==> src/rtl/pit_pwm_pkg.sv <==
package pit_pwm_pkg;

    localparam int NUM_CH      = 4;
    localparam int DATA_W      = 32;
    localparam int HALF_W      = DATA_W / 2;
    localparam int CTRL_W      = 5;
    localparam int EN_OFF      = 32'h1C;
    localparam int CTRL_BASE   = 32'h20;
    localparam int RELOAD_BASE = 32'h24;
    localparam int CH_STRIDE   = 32'h10;
    localparam int CLKSEL_BIT  = 3;
    localparam logic [2:0] MODE_PWM = 3'd4;

    typedef struct packed {
        logic [HALF_W-1:0] hi;
        logic [HALF_W-1:0] lo;
    } phase_len_t;

    typedef enum logic {PH_HIGH = 1'b0, PH_LOW = 1'b1} phase_e;

    function automatic int en_bit(input int ch);
        return 3 + 4 * ch;
    endfunction

    function automatic logic [31:0] ctrl_off(input int ch);
        return 32'(CTRL_BASE + CH_STRIDE * ch);
    endfunction

    function automatic logic [31:0] reload_off(input int ch);
        return 32'(RELOAD_BASE + CH_STRIDE * ch);
    endfunction

endpackage

==> src/rtl/pit_pwm_tick_sync.sv <==
module pit_pwm_tick_sync #(
    parameter int SYNC_STAGES = 2
) (
    input  logic clk,
    input  logic rst,
    input  logic ext_clk,
    output logic tick_o
);
    logic [SYNC_STAGES:0] sh_q;

    always_ff @(posedge clk) begin
        if (rst) sh_q <= '0;
        else     sh_q <= {sh_q[SYNC_STAGES-1:0], ext_clk};
    end

    assign tick_o = sh_q[SYNC_STAGES-1] & ~sh_q[SYNC_STAGES];


    tick_pulse_chk: assert property (@(posedge clk) disable iff (rst)
        tick_o |=> !tick_o);

endmodule

==> src/rtl/pit_pwm_channel.sv <==
module pit_pwm_channel
    import pit_pwm_pkg::*;
(
    input  logic       clk,
    input  logic       rst,
    input  logic       active_i,
    input  logic       tick_i,
    input  phase_len_t reload_i,
    output logic       pwm_o
);
    logic              run_q;
    phase_e            ph_q;
    logic [HALF_W-1:0] cnt_q;
    phase_len_t        shadow_q;
    logic              at_end;
    logic              wrap;

    assign at_end = (ph_q == PH_HIGH) ? (cnt_q == shadow_q.hi) : (cnt_q == shadow_q.lo);
    assign wrap   = run_q && tick_i && (ph_q == PH_LOW) && at_end;

    always_ff @(posedge clk) begin
        if (rst) begin
            run_q    <= 1'b0;
            ph_q     <= PH_HIGH;
            cnt_q    <= '0;
            shadow_q <= '0;
        end else if (!active_i) begin
            run_q <= 1'b0;
            ph_q  <= PH_HIGH;
            cnt_q <= '0;
        end else if (!run_q) begin
            run_q    <= 1'b1;
            ph_q     <= PH_HIGH;
            cnt_q    <= '0;
            shadow_q <= reload_i;
        end else if (tick_i) begin
            if (at_end) begin
                cnt_q <= '0;
                if (ph_q == PH_HIGH) begin
                    ph_q <= PH_LOW;
                end else begin
                    ph_q     <= PH_HIGH;
                    shadow_q <= reload_i;
                end
            end else begin
                cnt_q <= cnt_q + 1'b1;
            end
        end
    end

    assign pwm_o = active_i & run_q & (ph_q == PH_HIGH);


    idle_stop_chk: assert property (@(posedge clk) disable iff (rst)
        !active_i |=> !run_q && !pwm_o);

    start_high_chk: assert property (@(posedge clk) disable iff (rst)
        $rose(run_q) |-> (ph_q == PH_HIGH) && (cnt_q == '0));

    cnt_bound_chk: assert property (@(posedge clk) disable iff (rst)
        run_q |-> cnt_q <= ((ph_q == PH_HIGH) ? shadow_q.hi : shadow_q.lo));

    shadow_hold_chk: assert property (@(posedge clk) disable iff (rst)
        (run_q && $past(run_q) && !$past(wrap)) |-> $stable(shadow_q));

endmodule

==> src/rtl/pit_pwm_top.sv <==
module pit_pwm_top
    import pit_pwm_pkg::*;
#(
    parameter int N_CH   = NUM_CH,
    parameter int ADDR_W = 8
) (
    input  logic              clk,
    input  logic              rst,
    input  logic              ext_clk,
    input  logic              bus_sel,
    input  logic              bus_we,
    input  logic [ADDR_W-1:0] bus_addr,
    input  logic [DATA_W-1:0] bus_wdata,
    output logic [DATA_W-1:0] bus_rdata,
    output logic [N_CH-1:0]   pwm_o
);
    logic [31:0]       addr_ext;
    logic              wr_en;
    logic [DATA_W-1:0] en_q;
    logic [CTRL_W-1:0] ctrl_q   [N_CH];
    phase_len_t        reload_q [N_CH];
    logic              ext_tick;

    assign addr_ext = 32'(bus_addr);
    assign wr_en    = bus_sel && bus_we;

    always_ff @(posedge clk) begin
        if (rst)                              en_q <= '0;
        else if (wr_en && addr_ext == EN_OFF) en_q <= bus_wdata;
    end

    pit_pwm_tick_sync #(.SYNC_STAGES(2)) u_sync (
        .clk    (clk),
        .rst    (rst),
        .ext_clk(ext_clk),
        .tick_o (ext_tick)
    );

    for (genvar n = 0; n < N_CH; n++) begin : g_ch
        logic active;
        logic tick;

        always_ff @(posedge clk) begin
            if (rst) begin
                ctrl_q[n]   <= '0;
                reload_q[n] <= '0;
            end else if (wr_en) begin
                if (addr_ext == ctrl_off(n))   ctrl_q[n]   <= bus_wdata[CTRL_W-1:0];
                if (addr_ext == reload_off(n)) reload_q[n] <= bus_wdata;
            end
        end

        assign active = en_q[en_bit(n)] && (ctrl_q[n][2:0] == MODE_PWM);
        assign tick   = ctrl_q[n][CLKSEL_BIT] ? 1'b1 : ext_tick;

        pit_pwm_channel u_ch (
            .clk     (clk),
            .rst     (rst),
            .active_i(active),
            .tick_i  (tick),
            .reload_i(reload_q[n]),
            .pwm_o   (pwm_o[n])
        );


        mode_gate_chk: assert property (@(posedge clk) disable iff (rst)
            !(en_q[en_bit(n)] && ctrl_q[n][2:0] == MODE_PWM) |-> !pwm_o[n]);
    end

    always_comb begin
        bus_rdata = '0;
        if (bus_sel && !bus_we) begin
            if (addr_ext == EN_OFF) bus_rdata = en_q;
            for (int n = 0; n < N_CH; n++) begin
                if (addr_ext == ctrl_off(n))   bus_rdata = DATA_W'(ctrl_q[n]);
                if (addr_ext == reload_off(n)) bus_rdata = reload_q[n];
            end
        end
    end


    reset_out_chk: assert property (@(posedge clk)
        rst |=> (pwm_o == '0) && (en_q == '0));

    unmapped_read_chk: assert property (@(posedge clk) disable iff (rst)
        (bus_sel && !bus_we && bus_addr[1:0] != 2'b00) |-> bus_rdata == '0);

endmodule

==> config.mk <==
export PLATFORM = sky130hd
export DESIGN_NAME = pit_pwm_top
export DESIGN_NICKNAME = d
export VERILOG_FILES = /design/src/rtl/pit_pwm_pkg.sv /design/src/rtl/pit_pwm_tick_sync.sv /design/src/rtl/pit_pwm_channel.sv /design/src/rtl/pit_pwm_top.sv
export SDC_FILE = /design/constraint.sdc
export NUM_CORES = 1
export LEC_CHECK = 0
export BUFFER_PORTS_ARGS = -buffer_cell sky130_fd_sc_hd__buf_4
export CAP_MARGIN = 30
export CORE_AREA = 2 2 251 253
export DETAILED_ROUTE_END_ITERATION = 6
export DIE_AREA = 0 0 253 255
export PLACE_DENSITY_LB_ADDON = 0.1
export SETUP_SLACK_MARGIN = 0.02
export SKIP_CTS_REPAIR_TIMING = 1
export SYNTH_ARGS = -nofsm -noshare
export SYNTH_HDL_FRONTEND = slang
export SYNTH_SLANG_ARGS = --single-unit
==> constraint.sdc <==
create_clock -name clk -period 3.3 [get_ports clk]
set_clock_uncertainty 0.2 [all_clocks]
set_input_delay 0.495 -clock clk [delete_from_list [all_inputs] [get_ports clk]]
set_output_delay 0.495 -clock clk [all_outputs]
set_load 0.1 [all_outputs]
==> impl_results.md <==
- Outcome: finished with violations
- Failing checks: hold timing
- Drc violations: 0
- Ys flop type: dfxtp_1
- WL/cell: between 20 and 25 µm
- Layout Cells excl Fill: between 2,000 and 3,000
- Final Hold Fails: 1
- Worst Hold Class: in -> reg
- Sequence of cells on the critical path: buf_4 -> or4_4 -> nor4b_4 -> buf_4 -> buf_12 -> a22oi_1 -> a21oi_4 -> buf_4
- Nature of the critical path startpoint: input pin
- H-tree depth: 2
- Fin crit period: ~3.2 ns
- Max clock buf depth: 3
- Crit Path Class: in -> out
- Largest net degree at the start of global routing: 89
- Rel. slew slack: 0.5389
- Hold_ws: -0.001179 ns
- Post-synthesis register bit count: roughly 380
- CP peak stage delay: approximately 0.53 ns
- Clk root buf: clkbuf_16
- Crit-path slowest cell: or4_4
- EDFF count, synth: around 150
- Critical Path End Type: output port
- Worst-margin pin slew: 0.6900 ns
- Post-synth top area share: 0.2569
- Layout Cell Area excl Fill: approximately 22,000 µm²
- Starting Density: 0.2946
- Largest cells by area after synthesis: dfxtp_1 (26%), edfxtp_1 (24%), mux2i_1 (11%)
- DIE AREA: approximately 65,000 µm²
- Layout cell share with drive strength beyond 1: 0.1533
- VDD IR-drop max: 0.3071 mV
- Detail Placement HPWL: about 44,000 µm
- Final worst-path cycle share: 0.9700
- Diode count: 0
- Placed insts: between 2,000 and 3,000
- Unrepaired setup endpoints after global routing: yes
- Initial antenna violation count: 0
- Routed Wire Length: 61,070 µm
- Final ANT Viol Nets: 0
- Core ar.: roughly 62,000 µm²
- First-iteration detailed-routing DRC count: slightly above 1,000
- Worst skew pair latency: ~0.6 ns
- Max-cap viol count: 0
- Critical Path Most Common Cell: buf_4
- Most frequent cells in the layout: nand2b_1 (263), dfxtp_1 (235), mux2i_1 (194)
- Crit path DAT: 2.51 ns
- Pins Over Slew Limit: 0
- Die Ht: 255 µm
- Synth async-reset ratio: 0
- Fin nets: between 1,500 and 2,000
- First-pass GRT wire length: 89,920 µm
- Row count: 92
- Ports: just over 80
- GRT overflow: 0
- Leakage power: approximately 8.6 nW
- Routability-driven placement congestion ratio: a little over 0.8
- Post-Syn Nets: around 1,800
- Worst EP required: 2.60 ns
- Post-synthesis cell area: about 18,000 µm²
- Footprint of the multi-input gates: around 8900 µm²
- PortBufs: 80
- Pwr/cell area: 481.8 nW/µm²
- Cell variety after synth: 50
- Gr usage total: 0.1897
- Num CTS Buffers: between 40 and 50
- Critical Path Fanout Max: 29
- Via/cell ratio: ~5
- Syn_area_per_cell: a little over 10 µm²
- Setup violation total in the final timing report: 0
- DR vias: between 10,000 and 15,000
- Cell count after synthesis: 1,776
- TritonCTS Sinks: ~380
- Placed cell area: about 21,000 µm²
- Warnings from Yosys: 0
- Sequential share of the synthesized area: 0.4997
- Pre-Repair DR Iteration Count: 6
- Vias in the first global route: about 13,000
- Synth-to-layout area growth: 21.50%
- Maximum clock rate: about 0.31 GHz
- CTS tree: done
- CTS clk-pin slew, worst paths: 0.06 ns
- Die W: approximately 250 µm
- Seq. cell area: a little over 9000 µm²
- Most common cell after layout, fill and taps aside: nand2b_1
- Leading area contributor after synthesis: dfxtp_1
- Fillers: between 6,000 and 7,000
registers in the layout, summed over array words and instances, names as in the netlist:
register            count
g_ch.u_ch.run_q         4
g_ch.u_ch.shadow_q    128
en_q                   32
reload_q              128
g_ch.u_ch.cnt_q        64
u_sync.sh_q             3
ctrl_q                 20
g_ch.u_ch.ph_q          4
path summary, 6_finish.rpt:
kind	startpoint	to	slack, ns	depth (start not counted)
setup / recovery	bus_addr[1]	bus_rdata[16]	0.1	8
hold / removal	bus_wdata[27]	en_q[27]	-0.001	3
setup reg to reg	g_ch[2].u_ch.ph_q	g_ch[2].u_ch.shadow_q[23]	0.36	8
hold reg to reg	u_sync.sh_q[0]	u_sync.sh_q[1]	0.23	1
logic make-up (layout without fill, tap and decap cells):
kind of cell / Yosys count / after routing / share of synthesized area
XOR/XNOR: 117 / 117 / 0.05597
flip-flops: 383 / 383 / 0.4997
buffers and inverters: 143 / 265 / 0.03670
multiplexers: 194 / 194 / 0.1061
AO/OA/AOI/OAI: 200 / 200 / 0.07667
adder cells (fa/ha/maj): 4 / 4 / 0.002733
AND/OR/NAND/NOR: 735 / 735 / 0.2222
per-layer routing:
metal,up-vias,GRT usage,part of all wire
met3,74,0.02420,0.042
li1,6402,-,-
met4,0,0.05139,0.021
met1,6483,0.2698,0.48
met5,-,0,0
met2,329,0.3030,0.46
area by class of cell:
class / instances / share of cell area
Inverter: 8 / 0.001350
Clock inverter: 20 / 0.007705
Multi-Input combinational cell: 1250 / 0.4014
Clock buffer: 66 / 0.05978
Timing Repair Buffer: 171 / 0.07356
Tap cell: 799 / 0.04494
Sequential cell: 383 / 0.4112
critical path, delay by kind of cell:
kind            cells  cell delay (ns)
buf+inv             4             0.84
simple gates        2             0.76
compound gates      2             0.37
cell usage after synthesis, types with 2 or more instances:
cell type  count
nand3_1       25
clkbuf_1      97
nor4_1         5
and2_1        52
a211o_1        2
o22a_1         5
nor3_1         7
a211oi_1       2
nand2b_1     264
a21oi_1       66
dfxtp_1      235
a31oi_1        8
a31o_2         4
or3_1          5
edfxtp_1     148
buf_6         12
o211ai_1       7
buf_2         20
inv_1          8
a22oi_1       32
o2111ai_1     10
o22ai_1        8
mux2i_1      194
nand2_1      109
nor3b_1        4
o21bai_1       8
xor2_1        77
a222oi_1      27
or4_4          3
a32oi_1        5
ha_1           4
nor2_1       103
and4_1         2
o31a_1         4
and3_1       118
or2_2          5
buf_4          5
xnor2_1       40
o21ai_0        8
nand4_1       15
a41o_1         2
nor2b_1       13
stage by stage:
step / worst slack (ns) / power [mW] / hold slack (ns) / utilization / TNS, ns
2_1_floorplan: -0.07593 / 5.384 / 0.2138 / - / -0.1441
3_3_place_gp: 0.06185 / 5.689 / 0.2194 / 0.3316 / 0
3_5_place_dp: 0.02771 / 5.688 / 0.2275 / 0.3316 / 0
4_1_cts: 0.02398 / 10.87 / -0.1178 / 0.3557 / 0
5_1_grt: 0.01251 / 11.10 / 0.0004147 / 0.3579 / 0
6_report: 0.09898 / 10.72 / -0.001179 / 0.3579 / 0
power breakdown:
group          switching (mW)  internal, mW
logic                   0.309         0.180
registers              0.0999          5.00
clock network            2.09          3.03
total                    2.50          8.21
No activity file was read; power rests on OpenSTA's default activity.
